<file path="src/rtl/cic_hold_pkg.sv">
package cic_hold_pkg;

    // Sequencer states: nothing to repeat, or repeating the held sample.
    typedef enum logic {
        ST_IDLE = 1'b0,
        ST_HOLD = 1'b1
    } hold_state_t;

endpackage

</file>
<file path="src/rtl/cic_hold_seq.sv">
module cic_hold_seq
    import cic_hold_pkg::*;
#(
    parameter int RATE  = 4,
    parameter int CNT_W = 2
) (
    input  logic clk,
    input  logic rst,
    input  logic in_valid,
    output logic in_ready,
    output logic take,
    output logic step,
    output logic idle
);

    localparam logic [CNT_W-1:0] LAST = CNT_W'(RATE - 1);

    hold_state_t      state_q, state_d;
    logic [CNT_W-1:0] rep_q, rep_d;
    logic             last_rep;

    assign last_rep = (rep_q == LAST);

    // State register
    always_ff @(posedge clk) begin
        if (rst) begin
            state_q <= ST_IDLE;
            rep_q   <= '0;
        end else begin
            state_q <= state_d;
            rep_q   <= rep_d;
        end
    end

    // Outputs of the current state
    always_comb begin
        in_ready = 1'b0;
        step     = 1'b0;
        idle     = 1'b0;
        unique case (state_q)
            ST_IDLE: begin
                in_ready = 1'b1;
                idle     = 1'b1;
            end
            ST_HOLD: begin
                in_ready = last_rep;
                step     = 1'b1;
            end
        endcase
        take = in_ready && in_valid;
    end

    // Transitions and repeat counter
    always_comb begin
        state_d = state_q;
        rep_d   = rep_q;
        unique case (state_q)
            ST_IDLE: begin
                if (take) begin
                    state_d = ST_HOLD;
                    rep_d   = '0;
                end
            end
            ST_HOLD: begin
                if (!last_rep) begin
                    rep_d = rep_q + CNT_W'(1);
                end else if (take) begin
                    rep_d = '0;
                end else begin
                    state_d = ST_IDLE;
                end
            end
        endcase
    end

endmodule

</file>
<file path="src/rtl/cic_hold_combs.sv">
module cic_hold_combs #(
    parameter int W = 12,
    parameter int N = 2
) (
    input  logic         clk,
    input  logic         rst,
    input  logic         en,
    input  logic [W-1:0] din,
    output logic [W-1:0] dout
);

    logic [W-1:0] tap [N+1];

    assign tap[0] = din;

    for (genvar k = 0; k < N; k++) begin : g_comb
        logic [W-1:0] prev_q;
        always_ff @(posedge clk) begin
            if (rst) begin
                prev_q <= '0;
            end else if (en) begin
                prev_q <= tap[k];
            end
        end
        assign tap[k+1] = tap[k] - prev_q;
    end

    assign dout = tap[N];

endmodule

</file>
<file path="src/rtl/cic_hold_integs.sv">
module cic_hold_integs #(
    parameter int W = 12,
    parameter int N = 2
) (
    input  logic         clk,
    input  logic         rst,
    input  logic         en,
    input  logic [W-1:0] din,
    output logic [W-1:0] dout
);

    logic [W-1:0] acc [N+1];

    assign acc[0] = din;

    for (genvar k = 0; k < N; k++) begin : g_integ
        logic [W-1:0] sum_q;
        always_ff @(posedge clk) begin
            if (rst) begin
                sum_q <= '0;
            end else if (en) begin
                sum_q <= sum_q + acc[k];
            end
        end
        assign acc[k+1] = sum_q;
    end

    assign dout = acc[N];

endmodule

</file>
<file path="src/rtl/cic_hold_interp.sv">
module cic_hold_interp #(
    parameter int IN_W   = 8,
    parameter int RATE   = 4,
    parameter int STAGES = 3
) (
    input  logic                                            clk,
    input  logic                                            rst,
    input  logic                                            in_valid,
    output logic                                            in_ready,
    input  logic [IN_W-1:0]                                 in_data,
    output logic                                            out_valid,
    output logic [IN_W+(STAGES-1)*$clog2(RATE)-1:0]         out_data
);

    localparam int RATE_BITS = $clog2(RATE);
    localparam int OUT_W     = IN_W + (STAGES - 1) * RATE_BITS;
    localparam int NSEC      = STAGES - 1;

    logic             take;
    logic             step;
    logic             seq_idle;
    logic [OUT_W-1:0] in_ext;
    logic [OUT_W-1:0] comb_out;
    logic [OUT_W-1:0] hold_q;
    logic [OUT_W-1:0] integ_out;
    logic             valid_q;

    assign in_ext = {{(OUT_W-IN_W){in_data[IN_W-1]}}, in_data};

    cic_hold_seq #(
        .RATE  (RATE),
        .CNT_W (RATE_BITS)
    ) u_seq (
        .clk      (clk),
        .rst      (rst),
        .in_valid (in_valid),
        .in_ready (in_ready),
        .take     (take),
        .step     (step),
        .idle     (seq_idle)
    );

    cic_hold_combs #(
        .W (OUT_W),
        .N (NSEC)
    ) u_combs (
        .clk  (clk),
        .rst  (rst),
        .en   (take),
        .din  (in_ext),
        .dout (comb_out)
    );

    // Zero-order hold standing in for the innermost comb, zero-stuffer and integrator
    always_ff @(posedge clk) begin
        if (rst) begin
            hold_q <= '0;
        end else if (take) begin
            hold_q <= comb_out;
        end
    end

    cic_hold_integs #(
        .W (OUT_W),
        .N (NSEC)
    ) u_integs (
        .clk  (clk),
        .rst  (rst),
        .en   (step),
        .din  (hold_q),
        .dout (integ_out)
    );

    always_ff @(posedge clk) begin
        if (rst) begin
            valid_q <= 1'b0;
        end else begin
            valid_q <= step;
        end
    end

    assign out_valid = valid_q;
    assign out_data  = integ_out;

endmodule

</file>
<file path="config.mk">
export PLATFORM = sky130hd
export DESIGN_NAME = cic_hold_interp
export DESIGN_NICKNAME = d
export VERILOG_FILES = /design/src/rtl/cic_hold_pkg.sv /design/src/rtl/cic_hold_seq.sv /design/src/rtl/cic_hold_combs.sv /design/src/rtl/cic_hold_integs.sv /design/src/rtl/cic_hold_interp.sv
export SDC_FILE = /design/constraint.sdc
export NUM_CORES = 1
export LEC_CHECK = 0
export ABC_CLOCK_PERIOD_IN_PS = 4400
export BUFFER_PORTS_ARGS = -buffer_cell sky130_fd_sc_hd__buf_2
export CORE_MARGIN = 4
export CORE_UTILIZATION = 55
export DETAILED_ROUTE_END_ITERATION = 16
export HOLD_SLACK_MARGIN = 0.08
export MAX_ROUTING_LAYER = met4
export PLACE_DENSITY = 0.85
export SETUP_SLACK_MARGIN = 0.1
export SLEW_MARGIN = 15
export SYNTH_ARGS = -nofsm -noshare
export SYNTH_HDL_FRONTEND = slang
export SYNTH_HIERARCHICAL = 1
export SYNTH_SLANG_ARGS = --single-unit
</file>
<file path="constraint.sdc">
create_clock -name clk -period 4.4 [get_ports clk]
set_input_delay 0.22 -clock clk [delete_from_list [all_inputs] [get_ports clk]]
set_output_delay 0.22 -clock clk [all_outputs]
set_load 0.1 [all_outputs]
</file>
Yosys cells after proc, flatten, opt, wreduce, memory -nomap -nowiden
Index checks and enable logic that the tools add are counted.

Bits in registers: 60. Input port bits: 11. Word-level logic and storage cells: 24.

Add/sub/neg operators: 5. Eq/ne operators: 1. Mux-type cells: 8. Bitwise logic cells: 1. Reduce and logical (&&, ||, !) cells: 1.

Operators by type and width (count): 12-bit adder (2); 12-bit subtractor (1); 8-bit by 8-bit subtractor with 9-bit output (1); 2-bit two-way mux (2); 1-bit case mux with 2 select lines (2); 2-bit case mux with 2 select lines (1); 1-bit two-way mux (3); 2-bit by 1-bit adder with 2-bit output (second input constant) (1); 2-bit equality test (second input constant) (1); 1-bit logical AND (1); 1-bit inverter (1).

Logic depth before layout (Yosys ltp)
Gate-level depths: netlist of run 1.

Word-level depth: 6. Gate-level depth with buffers: 18.

Hierarchy
Netlist of run 1, hierarchy kept.

By module, submodules not included: cic_hold_combs (instances 1, cells an instance 240, area each 1993.2 um^2, sequential area each 480.5 um^2); cic_hold_integs (instances 1, cells an instance 223, area each 1914.3 um^2, sequential area each 480.5 um^2); cic_hold_interp (instances 1, cells an instance 40, area each 446.7 um^2, sequential area each 260.2 um^2); cic_hold_seq (instances 1, cells an instance 15, area each 153.9 um^2, sequential area each 60.1 um^2).

Worst setup path after synthesis of run 1
No wires, ideal clock.

Path type: reg2reg. Start point: register u_combs.g_comb[0].prev_q[1]. End point: register hold_q[9]. Setup time: 0.114 ns. Data arrival time: 2.840 ns. Required time: 4.286 ns. Path slack: 1.446 ns. Stages on the path, launching flop included: 16. Path buffers: 1. Clock period less this slack: 2.954 ns. Cells stage by stage: dfxtp_1 inv_1 ha_1 nor2b_1 o31ai_2 a21oi_1 nor2_1 xnor2_1 ha_1 or4_1 a21oi_1 o21ai_1 xor2_1 buf_4 mux2i_1 nor2_1.

RTL lines: from (decl) (line cic_hold_combs.sv:17) `logic [W-1:0] prev_q;`; from (signal assigned) (line cic_hold_combs.sv:22) `prev_q <= tap[k];`; to (signal assigned) (line cic_hold_interp.sv:59) `hold_q <= comb_out;`; to (decl) (line cic_hold_interp.sv:24) `logic [OUT_W-1:0] hold_q;`.

==> results.py, run 1 <==
metrics = {
    "run_status": {
        "outcome": "finished, final reports clean",
    },
    "sta": {
        "grt_setup_unrepaired": "no",
        "timing.final.crit_share_pct": 73.4,
        "worst_pin_slew_ns": 1.12,
        "setup-violations-final": 0,
        "fmax_mhz": 310,
        "finalClockSkew_ns": 0.00875,
        "fin_hold_ws_ns": 0.137,
        "worst_slack_ns": 1.17,
        "slew_headroom_pct": 25.2,
        "fin_setup_tns_ns": 0,
        "slew_violations": 0,
        "fin_crit_ns": 3.23,
        "hold_viol": 0,
    },
    "clock_tree": {
        "cts_buffer_depth": 2,
        "clkTransAtPathRegs_ns": 0.07,
        "cts_hold_buf": 0,
        "cts_setup_buffers": 0,
        "clk_latency_ns": 0.35,
        "root_buffer": "clkbuf_8",
        "cts_buffers": 9,
        "ctsResizeCount": 0,
        "htree_levels": 3,
        "cts_tree": "done",
        "clkSinkCount": 64,
    },
    "run": {
        "cap_violations": 0,
    },
    "layout": {
        "n_fill_cell": 686,
        "area.sequential_sq_um": 1280,
        "final_area_sq_um": 4770,
        "final_cell_mix": "nor2_1 (64), dfxtp_1 (64), ha_1 (45)",
        "nets": 584,
        "n_antenna_cell": 0,
        "syn_to_final_growth_pct": 5.89,
        "drive_above_1_share_pct": 11.2,
        "multiInputGateArea_sq_um": 2900,
        "stdcell_count": 631,
        "fin_util_pct": 60.8,
    },
    "drt": {
        "post_drt_wl_per_cell_um": 14.0,
        "drt_iter0_drc": 100,
        "vias": 3595,
        "drtAntennaViolNets": 0,
        "first_pass_iters": 4,
        "totalWireLength_um": 8860,
        "drc": 0,
        "vias_per_cell": 5.70,
    },
    "worst_hold_path": {
        "hold_class": "in -> reg",
        "hold_start": "in_data[0]",
    },
    "placed_design": {
        "portBuffers": 24,
        "dp_hpwl_um": 6350,
        "placed_cells": 615,
        "placed_cell_area_sq_um": 4570,
        "gp_congestion": 0.845,
        "pre_cts_ws_ns": 1.21,
    },
    "pwr": {
        "p_int_mw": 1.20,
        "p_seq_share_pct": 37.2,
        "ir_drop_uv": 166,
        "p_leak_nw": 2.10,
        "power_density_nw_per_um2": 387,
        "total_power_mw": 1.85,
        "p_clk_share_pct": 27.7,
        "swShare_pct": 34.9,
        "power_frac_comb_pct": 35.1,
        "p_sw_uw": 646,
    },
    "yosys": {
        "yosys_warnings": 6,
        "syn_nets": 577,
        "synthCells": 517,
        "syn_area_sq_um": 4500,
        "syn_avg_cell_area_sq_um": 8.71,
    },
    "floorplan": {
        "die_h_um": 98.5,
        "die_x_um": 98.5,
        "ios": 25,
        "rows": 32,
        "die-area_sq_um": 9700,
        "start_util_pct": 57.4,
        "core-area_sq_um": 7850,
    },
    "global_route": {
        "grt_start_max_net_pins": 73,
        "grt_pass1_wl_um": 15400,
        "grt_pass1_vias": 3550,
        "grt_util_all_layers_pct": 19.5,
        "antenna_found_initial": 0,
        "overflow": 0,
    },
    "worst_setup_path": {
        "timing.rr.start": "u_combs/g_comb[0].prev_q[1]$_SDFFE_PP0P_",
        "path_max_fanout": 5,
        "r2r_slack_ns": 1.17,
        "cp-end-kind": "register",
        "worstSetupPathType": "reg -> reg",
        "crit_path_start": "u_combs/g_comb[0].prev_q[1]$_SDFFE_PP0P_",
        "worstPathArrival_ns": 3.44,
        "start_kind": "register",
        "worst_ep_required_time_ns": 4.61,
    },
}
registers in the layout (all words and copies together), names as in the netlist:
register,cells
u_integs/g_integ.sum_q,12
u_integs/dout,12
u_seq/state_q,1
u_seq/rep_q,2
u_combs/g_comb.prev_q,24
hold_q,12
out_valid,1
layer usage:
metal  GRT usage, %  share of wire, %  vias to the layer above
met1           22.5                44                     1673
met2           33.3                52                       67
li1               -                 -                     1846
met5              -                 0                        -
met4           5.99               1.0                        0
met3           4.95               3.7                        9
power groups by stage:
stage | logic (mW) | registers, mW | clock network [mW]
2_1_floorplan | 0.590 | 0.729 | 0
3_3_place_gp | 0.611 | 0.696 | 0
3_5_place_dp | 0.639 | 0.699 | 0
4_1_cts | 0.646 | 0.687 | 0.529
5_1_grt | 0.728 | 0.695 | 0.553
6_report | 0.649 | 0.687 | 0.512
worst max-delay path, stage by stage (launching register included):
cell and delay, ns:
dfxtp_1 0.38, inv_1 0.07, ha_1 0.26, nor2b_1 0.15
o31ai_2 0.32, a21oi_1 0.12, nor2_1 0.12, xnor2_1 0.10
ha_1 0.24, or4_1 0.52, a21oi_1 0.27, o21ai_1 0.16
xor2_1 0.17, mux2i_1 0.14, nor2_1 0.05
cell type report:
cell class                 count  share of cell area, %
clock buffer                  13                   3.33
clock inverter                 3                  0.839
inverter                      36                   2.83
multi-input combinational    388                   60.8
sequential                    64                   26.9
tap                          102                   2.68
timing repair buffer          25                   2.68
final timing paths:
path                                         endpoint  depth (start not counted)
min          u_combs/g_comb[0].prev_q[0]$_SDFFE_PP0P_                          3
max reg2reg                    hold_q[9]$_SDFFE_PP0P_                         14
max                            hold_q[9]$_SDFFE_PP0P_                         14
min reg2reg  u_combs/g_comb[1].prev_q[0]$_SDFFE_PP0P_                          2
Power figures use the tool's default switching activity.
==> run 2, diff against run 1 <==
- ABC_AREA: unset -> 1
- ABC_CLOCK_PERIOD_IN_PS: 4400 -> 2950
- PLACE_DENSITY: 0.85 -> 0.88
- clock period: 4.4 -> 2.95 ns (I/O delays scaled with it)
==> results.py, run 2 <==
metrics = {
    "layout": {
        "layout_commonest_cell": "nand2_1",
        "nets": 844,
        "final_cell_mix": "nand2_1 (171), inv_1 (132), nor2_1 (107)",
        "fin_util_pct": 64.0,
        "n_fill_cell": 751,
        "syn_to_final_growth_pct": 13.3,
        "final_area_sq_um": 5580,
        "n_antenna_cell": 0,
        "largest_reg_flops": 24,
        "drive_above_1_share_pct": 15.4,
        "regMostFlops": "u_combs/g_comb.prev_q",
        "stdcell_count": 896,
    },
    "floorplan": {
        "core-area_sq_um": 8720,
        "rows": 34,
        "start_util_pct": 56.5,
        "die_x_um": 103,
        "die-area_sq_um": 10500,
        "ios": 25,
        "die_h_um": 103,
    },
    "sta": {
        "timing.final.crit_share_pct": 99.2,
        "slew_headroom_pct": 37.3,
        "worst_pin_slew_ns": 0.935,
        "grt_setup_unrepaired": "yes",
        "finalClockSkew_ns": 0.00825,
        "fin_crit_ns": 2.92,
        "hold_viol": 0,
        "slew_violations": 0,
        "fmax_mhz": 342,
        "setup-violations-final": 0,
    },
    "drt": {
        "totalWireLength_um": 11200,
        "vias_per_cell": 5.21,
        "drtAntennaViolNets": 0,
        "vias": 4665,
        "drt_iter0_drc": 267,
        "first_pass_iters": 6,
        "post_drt_wl_per_cell_um": 12.5,
        "drc": 0,
    },
    "placed_design": {
        "dp_hpwl_um": 7180,
        "placed_cell_area_sq_um": 5020,
        "gp_congestion": 0.880,
        "placed_cells": 871,
        "portBuffers": 24,
    },
    "global_route": {
        "grt_pass1_vias": 4316,
        "antenna_found_initial": 0,
        "overflow": 0,
        "grt_util_all_layers_pct": 20.2,
        "grt_start_max_net_pins": 43,
        "grt_pass1_wl_um": 17100,
    },
    "worst_setup_path": {
        "cp-end-kind": "register",
        "r2r_slack_ns": 0.03,
        "start_kind": "register",
        "crit_end": "hold_q[9]$_SDFFE_PP0P_",
        "worst_ep_required_time_ns": 3.20,
        "ff2ff_path_depth": 16,
        "path_max_fanout": 5,
        "crit_path_start": "u_combs/g_comb[0].prev_q[0]$_SDFFE_PP0P_",
        "timing.rr.start": "u_combs/g_comb[0].prev_q[0]$_SDFFE_PP0P_",
        "worstPathArrival_ns": 3.17,
        "reg2reg_to": "hold_q[9]$_SDFFE_PP0P_",
        "worstSetupPathType": "reg -> reg",
    },
    "worst_hold_path": {
        "hold_depth": 3,
        "hold_class": "in -> reg",
    },
    "run": {
        "cap_violations": 0,
    },
    "yosys": {
        "synthCells": 763,
        "yosys_warnings": 6,
        "syn_area_sq_um": 4930,
        "syn_avg_cell_area_sq_um": 6.46,
        "syn_nets": 823,
    },
    "pwr": {
        "p_clk_share_pct": 25.8,
        "p_int_mw": 2.03,
        "p_sw_mw": 1.32,
        "swShare_pct": 39.4,
        "power_frac_comb_pct": 44.0,
        "p_leak_nw": 2.98,
        "p_seq_share_pct": 30.2,
        "ir_drop_uv": 455,
        "power_density_nw_per_um2": 600,
        "total_power_mw": 3.35,
    },
    "clock_tree": {
        "clk_latency_ns": 0.35,
        "cts_tree": "done",
        "clkSinkCount": 64,
        "root_buffer": "clkbuf_8",
        "htree_levels": 3,
        "clkTransAtPathRegs_ns": 0.07,
        "cts_buffers": 9,
        "cts_buffer_depth": 2,
    },
    "run_status": {
        "outcome": "finished, final reports clean",
    },
}
[run 2: final cells by class]
cell class	count	area [sq um]	share of cell area, %
clock inverters	3	65.1	1.17
inverters	139	522	9.35
multi-input cells	533	3190	57.2
clock buffers	12	155	2.78
repair buffers	37	226	4.06
flip-flops and latches	64	1280	23.0
well taps	108	135	2.42
[run 2: routing by layer]
layer,vias to the layer above,track usage [%],part of all wire (%)
li1,2413,-,-
met1,2101,21.0,41
met2,121,37.8,52
met3,30,3.59,3.9
met4,0,7.27,2.6
met5,-,-,0
[run 2: worst max-delay path, cell delays in order, from the launching register on]
cell and delay [ns]:
dfxtp_2 0.34, ha_4 0.17, fa_2 0.41, inv_2 0.08, nand3_2 0.09, nand2_4 0.10
xor2_1 0.27, ha_1 0.34, a21oi_1 0.24, o21ai_2 0.09, a21oi_2 0.18, o21ai_1 0.12
xor2_1 0.15, inv_1 0.07, nand2_1 0.05, nand2_1 0.06, nor2_1 0.04
[run 2: worst min-delay path by stage]
stage                from                                       end  slack (ns)
2_1_floorplan         rst                 u_seq/rep_q[1]$_SDFF_PP0_        0.22
3_3_place_gp   in_data[0]  u_combs/g_comb[0].prev_q[0]$_SDFFE_PP0P_        0.43
3_5_place_dp   in_data[0]  u_combs/g_comb[0].prev_q[0]$_SDFFE_PP0P_        0.43
4_1_cts        in_data[4]  u_combs/g_comb[0].prev_q[4]$_SDFFE_PP0P_        0.08
5_1_grt        in_data[1]  u_combs/g_comb[0].prev_q[1]$_SDFFE_PP0P_        0.13
6_report       in_data[4]  u_combs/g_comb[0].prev_q[4]$_SDFFE_PP0P_         0.1
[run 2: through the flow]
stage	setup WS (ns)	hold WS [ns]	setup TNS, ns
CTS	0.154	0.0808	0
floorplan	0.217	0.217	0
finish	0.0251	0.0978	0
detailed placement	0.0991	0.431	0
global route	-0.144	0.133	-0.374
global placement	0.187	0.431	0
[run 2: timing repair]
item                                    4_1_cts  5_1_grt
hold buffers                                  2        0
hold endpoints to repair                      2        0
endpoints found under the setup margin        1        7
pin swaps                                     1       21
gates resized for setup                       2       55
buffers inserted                              1        7
[run 2: power groups by stage]
| stage | Combinational, mW | Sequential [mW] | Clock, mW |
|---|---|---|---|
| after floorplan | 1.07 | 1.12 | 0 |
| after global placement | 1.17 | 1.02 | 0 |
| after detailed placement | 1.20 | 1.03 | 0 |
| after CTS | 1.23 | 1.01 | 0.880 |
| after global routing | 1.64 | 1.02 | 0.910 |
| final | 1.47 | 1.01 | 0.864 |
==> run 3, diff against run 2 <==
- CORE_MARGIN: 4 -> 5
==> results.py, run 3 (same netlist as run 2, synthesis figures left out) <==
metrics = {
    "placed_design": {
        "dp_hpwl_um": 7190,
        "portBuffers": 24,
        "placed_cells": 871,
        "placed_cell_area_sq_um": 5020,
        "pre_cts_ws_ns": 0.112,
        "gp_congestion": 0.889,
    },
    "worst_setup_path": {
        "timing.rr.start": "u_combs/g_comb[0].prev_q[0]$_SDFFE_PP0P_",
        "start_kind": "register",
        "path_max_fanout": 5,
        "r2r_slack_ns": -0.02,
        "reg2reg_to": "hold_q[9]$_SDFFE_PP0P_",
        "worstSetupPathType": "reg -> reg",
        "cp-end-kind": "register",
        "worst_ep_required_time_ns": 3.19,
        "worstPathArrival_ns": 3.21,
        "ff2ff_path_depth": 17,
    },
    "sta": {
        "fin_setup_tns_ns": -0.0216,
        "fin_crit_ns": 2.97,
        "worst_pin_slew_ns": 0.934,
        "fin_hold_ws_ns": 0.129,
        "hold_viol": 0,
        "fmax_mhz": 337,
        "slew_violations": 0,
        "setup-violations-final": 1,
        "timing.final.crit_share_pct": 101,
        "slew_headroom_pct": 37.3,
        "worst_slack_ns": -0.0216,
        "grt_setup_unrepaired": "yes",
        "finalClockSkew_ns": 0.00809,
    },
    "global_route": {
        "grt_pass1_vias": 4123,
        "grt_start_max_net_pins": 43,
        "antenna_found_initial": 0,
        "grt_pass1_wl_um": 17000,
        "overflow": 0,
        "grt_util_all_layers_pct": 18.7,
    },
    "drt": {
        "drt_iter0_drc": 216,
        "post_drt_wl_per_cell_um": 12.3,
        "vias": 4583,
        "drc": 0,
        "vias_per_cell": 5.13,
        "first_pass_iters": 6,
        "totalWireLength_um": 11000,
        "drtAntennaViolNets": 0,
    },
    "floorplan": {
        "die_x_um": 105,
        "ios": 25,
        "rows": 34,
        "start_util_pct": 56.5,
        "die-area_sq_um": 10900,
        "core-area_sq_um": 8720,
        "die_h_um": 105,
    },
    "clock_tree": {
        "clk_latency_ns": 0.35,
        "cts_tree": "done",
        "clkSinkCount": 64,
        "htree_levels": 3,
        "cts_buffers": 9,
        "clkTransAtPathRegs_ns": 0.07,
        "cts_buffer_depth": 2,
        "root_buffer": "clkbuf_8",
    },
    "layout": {
        "largest_reg_flops": 24,
        "drive_above_1_share_pct": 14.0,
        "regMostFlops": "u_combs/g_comb.prev_q",
        "stdcell_count": 893,
        "syn_to_final_growth_pct": 11.6,
        "final_cell_mix": "nand2_1 (173), inv_1 (133), nor2_1 (106)",
        "layout_commonest_cell": "nand2_1",
        "final_area_sq_um": 5500,
        "n_fill_cell": 793,
        "n_antenna_cell": 0,
        "nets": 840,
        "fin_util_pct": 63.0,
    },
    "run_status": {
        "outcome": "finished, violations left",
        "violations": "negative setup slack",
    },
    "pwr": {
        "p_seq_share_pct": 31.0,
        "power_density_nw_per_um2": 592,
        "swShare_pct": 39.9,
        "p_sw_mw": 1.30,
        "p_int_mw": 1.96,
        "power_frac_comb_pct": 42.9,
        "ir_drop_uv": 449,
        "p_leak_nw": 2.94,
        "total_power_mw": 3.26,
        "p_clk_share_pct": 26.1,
    },
    "worst_hold_path": {
        "hold_start": "in_data[6]",
        "hold-path-endpoint": "u_combs/g_comb[0].prev_q[6]$_SDFFE_PP0P_",
        "hold_depth": 3,
        "hold_class": "in -> reg",
    },
    "run": {
        "cap_violations": 0,
    },
}
run 3: cell types whose count changed in the layout (fill, tap and decap cells not counted), sizes merged:
cell	before	now
buf	35	30
clkbuf	12	10
clkinv	3	5
clkinvlp	0	1
dlygate4sd3	2	3
run 3: how the worst max path moves through the flow:
stage | start | end | slack (ns)
final | u_combs/g_comb[0].prev_q[0]$_SDFFE_PP0P_ | hold_q[9]$_SDFFE_PP0P_ | -0.02
after global routing | u_combs/g_comb[0].prev_q[0]$_SDFFE_PP0P_ | hold_q[9]$_SDFFE_PP0P_ | -0.11
after CTS | u_combs/g_comb[0].prev_q[0]$_SDFFE_PP0P_ | hold_q[9]$_SDFFE_PP0P_ | 0.10
after detailed placement | u_combs/g_comb[0].prev_q[0]$_SDFFE_PP0P_ | hold_q[9]$_SDFFE_PP0P_ | 0.11
after global placement | u_combs/g_comb[0].prev_q[0]$_SDFFE_PP0P_ | hold_q[9]$_SDFFE_PP0P_ | 0.19
after floorplan | u_combs/g_comb[0].prev_q[0]$_SDFFE_PP0P_ | hold_q[9]$_SDFFE_PP0P_ | 0.22
run 3: critical path, stage by stage, from the launching register on:
cell and delay [ns]:
dfxtp_2 0.34, ha_4 0.16, fa_2 0.38, inv_2 0.09
nand3_2 0.08, nand2_4 0.10, a21oi_1 0.08, xnor2_1 0.25
ha_1 0.34, a21oi_1 0.27, o21ai_2 0.14, a21oi_2 0.17
o21ai_1 0.10, xor2_1 0.15, inv_1 0.06, nand2_1 0.04
nand2_1 0.06, nor2_1 0.04
run 3: layout make-up:
class | count | area (sq um) | area share, %
Sequential cell | 64 | 1280 | 23.4
Multi-Input combinational cell | 533 | 3140 | 57.1
Tap cell | 108 | 135 | 2.46
Clock buffer | 10 | 138 | 2.50
Clock inverter | 6 | 82.6 | 1.50
Timing Repair Buffer | 33 | 195 | 3.55
Inverter | 139 | 522 | 9.49
run 3: metal layers:
layer | global-route usage [%] | wire [um] | part of all wire, % | vias up
met4 | 6.85 | 269 | 2.4 | 0
met2 | 34.9 | 5800 | 53 | 81
met3 | 3.95 | 344 | 3.1 | 22
li1 | - | - | - | 2412
met5 | - | 0 | 0 | -
met1 | 19.1 | 4590 | 42 | 2068
run 3: power by group through the flow:
| stage | Clock [mW] | Combinational (mW) | Sequential (mW) |
|---|---|---|---|
| 3_3_place_gp | 0 | 1.17 | 1.02 |
| 6_report | 0.849 | 1.40 | 1.01 |
| 2_1_floorplan | 0 | 1.07 | 1.12 |
| 4_1_cts | 0.873 | 1.23 | 1.01 |
| 3_5_place_dp | 0 | 1.20 | 1.03 |
| 5_1_grt | 0.900 | 1.57 | 1.02 |
run 3: what timing repair did:
item                                   4_1_cts  5_1_grt
setup buffers                                0        3
endpoints found under the hold margin        3        0
gates resized for setup                      5       42
setup endpoints to repair                    2        7
pin swaps                                    1       18
hold buffers                                 3        0
